**src/rtl/rc_pkg.sv**
```systemverilog
package rc_pkg;
  typedef enum logic [1:0] {
    ST_IDLE   = 2'd0,
    ST_LOOKUP = 2'd1,
    ST_FILL   = 2'd2
  } rc_phase_e;
endpackage

```
**src/rtl/rc_tag_store.sv**
```systemverilog
module rc_tag_store #(
  parameter int SETS  = 4,
  parameter int WAYS  = 2,
  parameter int TAG_W = 26,
  parameter int SET_W = 2,
  parameter int WAY_W = 1
) (
  input  logic             clk,
  input  logic             rst,
  input  logic [SET_W-1:0] look_set,
  input  logic [TAG_W-1:0] look_tag,
  output logic [WAYS-1:0]  hit_vec,
  output logic [WAYS-1:0]  valid_vec,
  input  logic             alloc_en,
  input  logic [WAY_W-1:0] alloc_way,
  input  logic [SET_W-1:0] alloc_set,
  input  logic [TAG_W-1:0] alloc_tag,
  input  logic             commit_en,
  input  logic [WAY_W-1:0] commit_way,
  input  logic [SET_W-1:0] commit_set
);
  for (genvar w = 0; w < WAYS; w++) begin : g_way
    logic [TAG_W-1:0] tag_q [SETS];
    logic [SETS-1:0]  vld_q;

    always_ff @(posedge clk) begin
      if (rst) begin
        vld_q <= '0;
      end else begin
        if (alloc_en && alloc_way == WAY_W'(w))
          vld_q[alloc_set] <= 1'b0;
        if (commit_en && commit_way == WAY_W'(w))
          vld_q[commit_set] <= 1'b1;
      end
    end

    always_ff @(posedge clk) begin
      if (alloc_en && alloc_way == WAY_W'(w))
        tag_q[alloc_set] <= alloc_tag;
    end

    assign valid_vec[w] = vld_q[look_set];
    assign hit_vec[w]   = vld_q[look_set] && (tag_q[look_set] == look_tag);
  end
endmodule

```
**src/rtl/rc_line_store.sv**
```systemverilog
module rc_line_store #(
  parameter int SETS       = 4,
  parameter int WAYS       = 2,
  parameter int LINE_WORDS = 4,
  parameter int DATA_W     = 32,
  parameter int SET_W      = 2,
  parameter int WORD_W     = 2,
  parameter int WAY_W      = 1
) (
  input  logic                         clk,
  input  logic [SET_W-1:0]             rd_set,
  input  logic [WORD_W-1:0]            rd_word,
  output logic [WAYS-1:0][DATA_W-1:0]  rd_data,
  input  logic                         wr_en,
  input  logic [WAY_W-1:0]             wr_way,
  input  logic [SET_W-1:0]             wr_set,
  input  logic [WORD_W-1:0]            wr_word,
  input  logic [DATA_W-1:0]            wr_data
);
  localparam int ENTRIES = SETS * LINE_WORDS;
  localparam int IDX_W   = SET_W + WORD_W;

  for (genvar w = 0; w < WAYS; w++) begin : g_way
    logic [DATA_W-1:0] word_q [ENTRIES];

    always_ff @(posedge clk) begin
      if (wr_en && wr_way == WAY_W'(w))
        word_q[IDX_W'({wr_set, wr_word})] <= wr_data;
    end

    assign rd_data[w] = word_q[IDX_W'({rd_set, rd_word})];
  end
endmodule

```
**src/rtl/rc_recency.sv**
```systemverilog
module rc_recency #(
  parameter int SETS  = 4,
  parameter int SET_W = 2
) (
  input  logic             clk,
  input  logic             rst,
  input  logic [SET_W-1:0] look_set,
  input  logic [1:0]       valid_vec,
  output logic             victim_way,
  input  logic             touch_en,
  input  logic [SET_W-1:0] touch_set,
  input  logic             touch_way
);
  logic [SETS-1:0] older_q;

  always_ff @(posedge clk) begin
    if (rst)
      older_q <= '0;
    else if (touch_en)
      older_q[touch_set] <= ~touch_way;
  end

  always_comb begin
    if (!valid_vec[0])
      victim_way = 1'b0;
    else if (!valid_vec[1])
      victim_way = 1'b1;
    else
      victim_way = older_q[look_set];
  end
endmodule

```
**src/rtl/rc_refill_ctl.sv**
```systemverilog
module rc_refill_ctl
  import rc_pkg::*;
#(
  parameter int ADDR_W     = 32,
  parameter int LINE_WORDS = 4,
  parameter int TAG_W      = 26,
  parameter int SET_W      = 2,
  parameter int WORD_W     = 2,
  parameter int BYTE_OFS   = 2,
  parameter int WAY_W      = 1
) (
  input  logic                     clk,
  input  logic                     rst,
  input  logic                     cpu_req_valid,
  input  logic [ADDR_W-1:BYTE_OFS] cpu_req_word_addr,
  output logic                     cpu_req_ready,
  output logic                     cpu_wait,
  output logic                     cpu_rsp_valid,
  output logic                     rsp_from_mem,
  output logic                     ph_lookup,
  output logic                     ph_fill,
  output logic [SET_W-1:0]         look_set,
  output logic [TAG_W-1:0]         look_tag,
  output logic [WORD_W-1:0]        look_word,
  input  logic                     hit_any,
  input  logic [WAY_W-1:0]         hit_way,
  input  logic [WAY_W-1:0]         victim_way,
  output logic                     alloc_en,
  output logic [WAY_W-1:0]         alloc_way,
  output logic                     commit_en,
  output logic [WAY_W-1:0]         fill_way,
  output logic                     touch_en,
  output logic [WAY_W-1:0]         touch_way,
  output logic                     wr_en,
  output logic [WORD_W-1:0]        wr_word,
  output logic                     mem_req_valid,
  input  logic                     mem_req_ready,
  output logic [ADDR_W-1:0]        mem_req_addr,
  input  logic                     mem_rsp_valid
);
  localparam int CNT_W = $clog2(LINE_WORDS + 1);
  localparam int LAST  = LINE_WORDS - 1;

  rc_phase_e                 st_q;
  logic [ADDR_W-1:BYTE_OFS]  addr_q;
  logic [WAY_W-1:0]          victim_q;
  logic [CNT_W-1:0]          issue_q;
  logic [CNT_W-1:0]          recv_q;
  logic                      crit_done_q;
  logic                      last_beat;
  logic [WORD_W-1:0]         issue_word;

  assign look_word = addr_q[BYTE_OFS +: WORD_W];
  assign look_set  = addr_q[BYTE_OFS + WORD_W +: SET_W];
  assign look_tag  = addr_q[ADDR_W-1 -: TAG_W];

  assign last_beat  = (recv_q == CNT_W'(LAST));
  assign issue_word = look_word + issue_q[WORD_W-1:0];
  assign wr_word    = look_word + recv_q[WORD_W-1:0];

  always_ff @(posedge clk) begin
    if (rst) begin
      st_q        <= ST_IDLE;
      issue_q     <= '0;
      recv_q      <= '0;
      crit_done_q <= 1'b0;
    end else begin
      case (st_q)
        ST_IDLE: begin
          if (cpu_req_valid) begin
            addr_q <= cpu_req_word_addr;
            st_q   <= ST_LOOKUP;
          end
        end
        ST_LOOKUP: begin
          if (hit_any) begin
            st_q <= ST_IDLE;
          end else begin
            st_q        <= ST_FILL;
            victim_q    <= victim_way;
            issue_q     <= '0;
            recv_q      <= '0;
            crit_done_q <= 1'b0;
          end
        end
        ST_FILL: begin
          if (mem_req_valid && mem_req_ready)
            issue_q <= issue_q + 1'b1;
          if (mem_rsp_valid) begin
            recv_q      <= recv_q + 1'b1;
            crit_done_q <= 1'b1;
            if (last_beat)
              st_q <= ST_IDLE;
          end
        end
        default: st_q <= ST_IDLE;
      endcase
    end
  end

  always_comb begin
    ph_lookup     = (st_q == ST_LOOKUP);
    ph_fill       = (st_q == ST_FILL);
    cpu_req_ready = (st_q == ST_IDLE);
    alloc_en      = ph_lookup && !hit_any;
    alloc_way     = victim_way;
    cpu_wait      = alloc_en || (ph_fill && !crit_done_q && !mem_rsp_valid);
    cpu_rsp_valid = (ph_lookup && hit_any) ||
                    (ph_fill && mem_rsp_valid && !crit_done_q);
    rsp_from_mem  = ph_fill;
    wr_en         = ph_fill && mem_rsp_valid;
    commit_en     = wr_en && last_beat;
    fill_way      = victim_q;
    touch_en      = (ph_lookup && hit_any) || commit_en;
    touch_way     = ph_lookup ? hit_way : victim_q;
    mem_req_valid = ph_fill && (issue_q < CNT_W'(LINE_WORDS));
    mem_req_addr  = {look_tag, look_set, issue_word, {BYTE_OFS{1'b0}}};
  end
endmodule

```
**src/rtl/rd_cache2w.sv**
```systemverilog
module rd_cache2w #(
  parameter int ADDR_W     = 32,
  parameter int DATA_W     = 32,
  parameter int SETS       = 4,
  parameter int LINE_WORDS = 4
) (
  input  logic              clk,
  input  logic              rst,
  input  logic              cpu_req_valid,
  output logic              cpu_req_ready,
  input  logic [ADDR_W-1:0] cpu_req_addr,
  output logic              cpu_wait,
  output logic              cpu_rsp_valid,
  output logic [DATA_W-1:0] cpu_rsp_data,
  output logic              mem_req_valid,
  input  logic              mem_req_ready,
  output logic [ADDR_W-1:0] mem_req_addr,
  input  logic              mem_rsp_valid,
  input  logic [DATA_W-1:0] mem_rsp_data
);
  localparam int WAYS     = 2;
  localparam int WAY_W    = 1;
  localparam int BYTE_OFS = $clog2(DATA_W / 8);
  localparam int WORD_W   = $clog2(LINE_WORDS);
  localparam int SET_W    = $clog2(SETS);
  localparam int TAG_W    = ADDR_W - SET_W - WORD_W - BYTE_OFS;

  logic [SET_W-1:0]            look_set;
  logic [TAG_W-1:0]            look_tag;
  logic [WORD_W-1:0]           look_word;
  logic [WAYS-1:0]             hit_vec;
  logic [WAYS-1:0]             valid_vec;
  logic                        hit_any;
  logic [WAY_W-1:0]            hit_way;
  logic [WAY_W-1:0]            victim_way;
  logic                        alloc_en;
  logic [WAY_W-1:0]            alloc_way;
  logic                        commit_en;
  logic [WAY_W-1:0]            fill_way;
  logic                        touch_en;
  logic [WAY_W-1:0]            touch_way;
  logic                        wr_en;
  logic [WORD_W-1:0]           wr_word;
  logic                        rsp_from_mem;
  logic                        ph_lookup;
  logic                        ph_fill;
  logic [WAYS-1:0][DATA_W-1:0] way_words;
  logic                        unused_byte_bits;

  assign unused_byte_bits = ^cpu_req_addr[BYTE_OFS-1:0];
  assign hit_any          = |hit_vec;
  assign hit_way          = hit_vec[1];
  assign cpu_rsp_data     = rsp_from_mem ? mem_rsp_data : way_words[hit_way];

  rc_refill_ctl #(
    .ADDR_W(ADDR_W), .LINE_WORDS(LINE_WORDS), .TAG_W(TAG_W), .SET_W(SET_W),
    .WORD_W(WORD_W), .BYTE_OFS(BYTE_OFS), .WAY_W(WAY_W)
  ) u_ctl (
    .clk(clk), .rst(rst),
    .cpu_req_valid(cpu_req_valid),
    .cpu_req_word_addr(cpu_req_addr[ADDR_W-1:BYTE_OFS]),
    .cpu_req_ready(cpu_req_ready), .cpu_wait(cpu_wait),
    .cpu_rsp_valid(cpu_rsp_valid), .rsp_from_mem(rsp_from_mem),
    .ph_lookup(ph_lookup), .ph_fill(ph_fill),
    .look_set(look_set), .look_tag(look_tag), .look_word(look_word),
    .hit_any(hit_any), .hit_way(hit_way), .victim_way(victim_way),
    .alloc_en(alloc_en), .alloc_way(alloc_way),
    .commit_en(commit_en), .fill_way(fill_way),
    .touch_en(touch_en), .touch_way(touch_way),
    .wr_en(wr_en), .wr_word(wr_word),
    .mem_req_valid(mem_req_valid), .mem_req_ready(mem_req_ready),
    .mem_req_addr(mem_req_addr), .mem_rsp_valid(mem_rsp_valid)
  );

  rc_tag_store #(
    .SETS(SETS), .WAYS(WAYS), .TAG_W(TAG_W), .SET_W(SET_W), .WAY_W(WAY_W)
  ) u_tags (
    .clk(clk), .rst(rst),
    .look_set(look_set), .look_tag(look_tag),
    .hit_vec(hit_vec), .valid_vec(valid_vec),
    .alloc_en(alloc_en), .alloc_way(alloc_way),
    .alloc_set(look_set), .alloc_tag(look_tag),
    .commit_en(commit_en), .commit_way(fill_way), .commit_set(look_set)
  );

  rc_line_store #(
    .SETS(SETS), .WAYS(WAYS), .LINE_WORDS(LINE_WORDS), .DATA_W(DATA_W),
    .SET_W(SET_W), .WORD_W(WORD_W), .WAY_W(WAY_W)
  ) u_lines (
    .clk(clk),
    .rd_set(look_set), .rd_word(look_word), .rd_data(way_words),
    .wr_en(wr_en), .wr_way(fill_way), .wr_set(look_set),
    .wr_word(wr_word), .wr_data(mem_rsp_data)
  );

  rc_recency #(
    .SETS(SETS), .SET_W(SET_W)
  ) u_lru (
    .clk(clk), .rst(rst),
    .look_set(look_set), .valid_vec(valid_vec), .victim_way(victim_way),
    .touch_en(touch_en), .touch_set(look_set), .touch_way(touch_way)
  );
endmodule

```
**config.mk**
```make
export PLATFORM = sky130hd
export DESIGN_NAME = rd_cache2w
export DESIGN_NICKNAME = d
export VERILOG_FILES = /design/src/rtl/rc_pkg.sv /design/src/rtl/rc_tag_store.sv /design/src/rtl/rc_line_store.sv /design/src/rtl/rc_recency.sv /design/src/rtl/rc_refill_ctl.sv /design/src/rtl/rd_cache2w.sv
export SDC_FILE = /design/constraint.sdc
export NUM_CORES = 1
export LEC_CHECK = 0
export ABC_AREA = 1
export BUFFER_PORTS_ARGS = -buffer_cell sky130_fd_sc_hd__buf_2
export CAP_MARGIN = 20
export CORE_UTILIZATION = 59
export CTS_BUF_LIST = sky130_fd_sc_hd__clkbuf_8
export CTS_CLUSTER_SIZE = 40
export DETAILED_ROUTE_END_ITERATION = 12
export GPL_TIMING_DRIVEN = 0
export PLACE_DENSITY = 0.73
export REMOVE_ABC_BUFFERS = 1
export SYNTH_ARGS = -nofsm -noshare
export SYNTH_HDL_FRONTEND = slang
export SYNTH_SLANG_ARGS = --single-unit
```
**constraint.sdc**
```tcl
create_clock -name clk -period 4.9 [get_ports clk]
set_input_delay 0.49 -clock clk [delete_from_list [all_inputs] [get_ports clk]]
set_output_delay 0.49 -clock clk [all_outputs]
set_load 0.05 [all_outputs]
```
Word-level counts from Yosys, hierarchy flattened
Memory sizes are Yosys's and may differ from the RTL's. A register that Yosys moved wholly into a read port is not among the register bits.
Cells that the tools add are included.
{"block": "word_totals", "ff_bits": 52, "n_memories": 4, "mem_bits_rw": 1232, "out_inout_bits": 68}
{"memory": "u_lines.g_way[0].word_q", "depth": 16, "word_bits": 32, "read_ports": 1, "rd_ports_with_merged_regs": 1, "write_ports": 1, "line": "rc_line_store.sv:24", "source": "logic [DATA_W-1:0] word_q [ENTRIES];"}
{"memory": "u_lines.g_way[1].word_q", "depth": 16, "word_bits": 32, "read_ports": 1, "rd_ports_with_merged_regs": 1, "write_ports": 1, "line": "rc_line_store.sv:24"}
{"memory": "u_tags.g_way[0].tag_q", "depth": 4, "word_bits": 26, "read_ports": 1, "rd_ports_with_merged_regs": 1, "write_ports": 1, "line": "rc_tag_store.sv:23", "source": "logic [TAG_W-1:0] tag_q [SETS];"}
{"memory": "u_tags.g_way[1].tag_q", "depth": 4, "word_bits": 26, "read_ports": 1, "rd_ports_with_merged_regs": 1, "write_ports": 1, "line": "rc_tag_store.sv:23"}
{"block": "op_classes", "n_eq_ne": 10, "order_cmp": 4, "n_bitwise": 10, "reduce_logical": 32, "addsub": 4, "n_mux": 46}
{"cell": "32-bit 2-to-1 mux", "n": 3}
{"cell": "26-bit equality test", "n": 2}
{"cell": "4-bit 2-to-1 mux", "n": 8}
{"cell": "1-bit logical AND", "n": 18}
{"cell": "1-bit 2-to-1 mux", "n": 17}
{"cell": "3-bit AND reduction", "n": 5}
{"cell": "2-bit 2-to-1 mux", "n": 6}
{"cell": "3-bit one-hot mux with 2 select lines", "n": 2}
{"cell": "3-bit 2-to-1 mux", "n": 3}
{"cell": "4-bit bitwise AND", "n": 2}
{"cell": "4-bit bitwise OR", "n": 2}
{"cell": "3-bit by 1-bit adder with 3-bit output (second input constant)", "n": 2}
{"cell": "1-bit binary-select mux with 2-bit select", "n": 3}
{"cell": "2-bit inequality test (second input constant)", "n": 3}
{"cell": "2-bit one-hot mux with 3 select lines", "n": 1}
{"cell": "1-bit inverter", "n": 5}
{"cell": "2-bit adder", "n": 2}
{"cell": "4-bit bitwise mux", "n": 1}
{"cell": "2-bit by 1-bit inequality test with 1-bit output (second input constant)", "n": 2}
{"cell": "4-bit inverter", "n": 1}
{"cell": "3-bit by 2-bit equality test with 1-bit output (second input constant)", "n": 1}
{"cell": "1-bit logical NOT", "n": 3}
{"cell": "1-bit logical OR", "n": 3}
{"cell": "2-bit by 3-bit less-than comparator with 1-bit output (second input constant)", "n": 1}
{"cell": "10 further kinds", "n": 10}

Logic depth before layout (Yosys ltp)
{"block": "logic_depth", "ltp_word": 11, "ltp_mapped": 20}

Modules after synthesis
Synthesis repeated with hierarchy kept, for this count alone.
{"block": "unflattened", "cells_unflattened": 5519, "hier_area_um2": 56501.7}
{"mod": "rc_line_store", "area_per_inst_um2": 44146.1, "n_inst": 1, "seq_area_each_um2": 30749.5, "cells_per_inst": 4186}
{"mod": "rc_tag_store", "area_per_inst_um2": 9321.4, "n_inst": 1, "seq_area_each_um2": 6406.1, "cells_per_inst": 917}
{"mod": "rc_refill_ctl", "area_per_inst_um2": 1741.7, "n_inst": 1, "seq_area_each_um2": 1111.1, "cells_per_inst": 141}
{"mod": "rd_cache2w", "area_per_inst_um2": 1073.5, "n_inst": 1, "seq_area_each_um2": 0.0, "cells_per_inst": 241}
{"mod": "rc_recency", "area_per_inst_um2": 219.0, "n_inst": 1, "seq_area_each_um2": 80.1, "cells_per_inst": 34}

Least setup slack after synthesis
OpenSTA, ideal clock, no wires.
{"block": "synth_timing", "kind": "reg2reg", "start": "reg u_ctl.st_q[1]", "end": "mem u_lines.g_way[0].word_q[10][0] (enable)", "slack_ps": 1567, "arrival_time_ps": 2912, "t_required_ps": 4479, "period_less_slack_ps": 3333, "setup_ps": 421, "stages_incl_launch_ff": 10, "path_cell_list": "dfxtp_1 inv_1 nor2_1 inv_1 nor2_1 inv_1 or2_2 clkbuf_1 clkbuf_1 nor2_1"}
{"block": "synth_via", "elab_chain_len": 5}
{"element": "start: declaration", "line": "rc_refill_ctl.sv:44", "source": "rc_phase_e st_q;"}
{"element": "start signal: assignment", "line": "rc_refill_ctl.sv:63", "source": "st_q <= ST_IDLE;"}
{"element": "start signal: assignment", "line": "rc_refill_ctl.sv:72", "source": "st_q <= ST_LOOKUP;"}
{"element": "start signal: assignment", "line": "rc_refill_ctl.sv:77", "source": "st_q <= ST_IDLE;"}
{"element": "2-bit equality test", "line": "rc_refill_ctl.sv:103", "source": "ph_fill = (st_q == ST_FILL);"}
{"element": "1-bit logical AND", "line": "rc_refill_ctl.sv:111", "source": "wr_en = ph_fill && mem_rsp_valid;"}
{"element": "1-bit logical AND", "line": "rc_line_store.sv:27", "source": "if (wr_en && wr_way == WAY_W'(w))"}
{"element": "1-bit 2-to-1 mux", "line": "rc_line_store.sv:27"}
{"element": "1-bit 2-to-1 mux (not written as such)", "line": "rc_line_store.sv:28", "source": "word_q[IDX_W'({wr_set, wr_word})] <= wr_data;"}
{"element": "end: declaration", "line": "rc_line_store.sv:24"}
Every way passes these cells.

==> results.yml <==
status:
  status: "complete, no violations"
place:
  place_congestion: 0.789
  placed_area_sq_um: 54400
  numPortBuffers: 132
  pre_cts_ws_ps: -90.4
  dpl.hpwl_um: 71900
drt:
  first_pass_iters: 6
  vias_per_cell: 6.16
  drt_iter0_markers: 4202
  route.detailed.drc: 0
  wl_per_cell_um: 23.9
  ant_nets: 0
  vias: 34300
  wl_um: 133000
sta:
  hold_viol: 0
  finalClockSkew_ps: 25.9
  worst_slew_pin_slew_ps: 1090
  maxSlewHeadroom: 0.272
  layout_min_cycle_time_ps: 4810
  finalSetupViolCount: 0
  rsz0062_at_grt: "true"
  fmax_mhz: 208
  fin_crit_sh: 0.982
  fin_ws_ps: 90.0
  drv_slew: 0
die:
  start_util: 0.600
  die_h_um: 297
  die-area_sq_um: 88300
  core_area_sq_um: 85700
  ios: 137
  placementRows: 107
  die_w_um: 297
worst_setup_path:
  criticalPathCategory: "flip-flop to output port"
  rr_endpoint: "u_lines.g_way[1].word_q[15][31]"
  crit_end: "cpu_rsp_data[9]"
  startpoint_type: "flip-flop"
  r2r_cells: 9
  arrival_ps: 4320
  r2r-start: "u_ctl.st_q[1]"
  endpoint_kind: "output port"
  critPathRequiredTime_ps: 4410
  reg2reg_slack_ps: 450
  path_max_fanout: 78
synth:
  synth_top_area_frac: 0.738
  synthCells: 4078
  ys_seq_area_frac: 0.748
  yosys.area.top_type: "edfxtp_1"
  postSynthAreaPerCell_sq_um: 12.6
  synth.distinct_cells: 31
  yosysWarnings: 0
  synth_seq_cells: 1288
  synth_area_sq_um: 51400
  synth_area_leaders: "edfxtp_1 74%, o21ai_0 5.8%, nor2_1 4.6%"
cts:
  clkTransAtPathRegs_ps: 60
  clk_latency_ps: 850
  numCtsBuffers: 196
  cts-htree-levels: 4
  cts_tree: "yes"
  cts-root-buf: "clkbuf_8"
  cts_sinks: 1288
  clockBufferDepth: 3
cells_and_area:
  seqCellArea_sq_um: 38400
  layout_commonest_cell: "edfxtp_1"
  fin_area_sq_um: 58800
  post_route_cells_drive_above_1_share: 0.118
  multiInputGateArea_sq_um: 11900
  final_nets: 4333
  final_util: 0.686
  syn_to_final_growth_pct: 14.4
  n_fill_cell: 5836
  mostFrequentLayoutCells: "1263 x edfxtp_1, 600 x nor2_1, 598 x o21ai_0"
grt:
  grt_usage: 0.298
  grt_max_degree: 169
  grt_pass1_vias: 32900
  overflow: 0
  grt_pass1_wl_um: 196000
  grt_antenna_before_repair: 7
flow_run:
  maxCapViolCount: 0
pwr:
  swShare: 0.253
  internal_power_uw: 17000
  combPwrFrac: 0.095
  power_uw: 22700
  powerDensity_nw_per_um2: 387
  switchingPower_uw: 5760
  clkPwrFrac: 0.368
  seqPwrFrac: 0.537
  power_leakage_uw: 0.0200
  irDropWorstVdd_mv: 0.285
worst_hold_path:
  worst_hold_path_type: "input port to flip-flop"
## kinds of logic after synthesis
family / synth area share
and+or+nand+nor: 0.111
other: 0.0000730
DFF: 0.748
buffers and inverters: 0.0271
adders and majority gates: 0.00122
AOI/OAI and AO/OA: 0.112
xor gates and xnor gates: 0.00102
## worst min path at each step
| stage | start | end | slack (ps) | cells past startpoint |
|---|---|---|---|---|
| 2_1_floorplan | flip-flop | flip-flop | 430 | 2 |
| 3_3_place_gp | u_tags.g_way[0].vld_q[0] | u_tags.g_way[0].vld_q[0] | 450 | 2 |
| 3_5_place_dp | u_tags.g_way[0].vld_q[3] | u_tags.g_way[0].vld_q[3] | 460 | 2 |
| 4_1_cts | mem_rsp_data[24] | u_lines.g_way[0].word_q[11][24] | 50 | 1 |
| 5_1_grt | mem_rsp_data[30] | u_lines.g_way[1].word_q[14][30] | 100 | 1 |
| 6_report | mem_rsp_data[24] | u_lines.g_way[0].word_q[11][24] | 130 | 1 |
## power groups by stage
stage | clock network [uW] | logic (uW) | registers [uW]
final | 8360 | 2160 | 12200
after global routing | 8900 | 2340 | 12200
after CTS | 8410 | 2110 | 12200
after detailed placement | 0 | 2010 | 12500
after global placement | 0 | 1850 | 12700
after floorplan | 0 | 1240 | 12600
## flip-flops by register name, indices dropped and copies added (netlist names), 2 cells and up, named ones only
| name | cells |
|---|---|
| u_ctl.recv_q | 3 |
| u_ctl.issue_q | 3 |
| u_ctl.addr_q | 30 |
| u_ctl.st_q | 2 |
| u_lru.older_q | 4 |
| u_tags.g_way.vld_q | 5 |
| u_tags.g_way.tag_q | 208 |
| u_lines.g_way.word_q | 1024 |
## timing repair
item,CTS,global route
gates resized for setup,8,8
setup buffers,5,1
pin swaps,1,0
hold endpoints to repair,49,0
cloned,5,1
endpoints found under the setup margin,31,13
hold buffers,34,0
## critical path, cell delays in order (launching register included)
cell and delay (ps):
dfxtp_4 450, buf_12 220, buf_16 230, inv_12 260, buf_16 320, buf_16 340, nor2_1 90, o22ai_1 250
o21ai_1 180, o221ai_1 260, nand3_1 130, nand2_1 270, buf_2 320
## Yosys cell counts (all sizes together)
master	count
o21ai	654
buf	77
o31ai	1
edfxtp	1263
nor2	635
o211ai	34
clkinv	1
ha	5
nand4	12
o22ai	169
xnor2	2
nand3b	2
xor2	4
o221ai	95
or2	14
dfxtp	25
a21oi	47
inv	71
nand3	209
nand2	551
conb	1
a221oi	1
a21boi	14
clkbuf	191
## area by class of cell
| type | instances | area share |
|---|---|---|
| antenna | 3 | 0.000128 |
| clock buffer | 201 | 0.0471 |
| clock inverter | 163 | 0.0155 |
| inverter | 72 | 0.00558 |
| multi-input combinational | 2451 | 0.202 |
| sequential | 1288 | 0.654 |
| tap | 1144 | 0.0243 |
| timing repair buffer | 250 | 0.0519 |
## through the flow
| step | std cells | hold slack (ps) | TNS (ps) |
|---|---|---|---|
| final | 5572 | 128 | 0 |
| after global routing | 5571 | 97.4 | -23.7 |
| after CTS | 5567 | 51.1 | 0 |
| after detailed placement | 5159 | 457 | -492 |
| after global placement | 5087 | 452 | - |
| after floorplan | 3811 | 435 | -1924510 |
## layer usage
layer / routed length [um] / global-route usage
met5: 46 / 0
met4: 5080 / 0.133
met3: 13500 / 0.0554
met2: 64100 / 0.489
met1: 50600 / 0.389
Power figures use the tool's default switching activity.
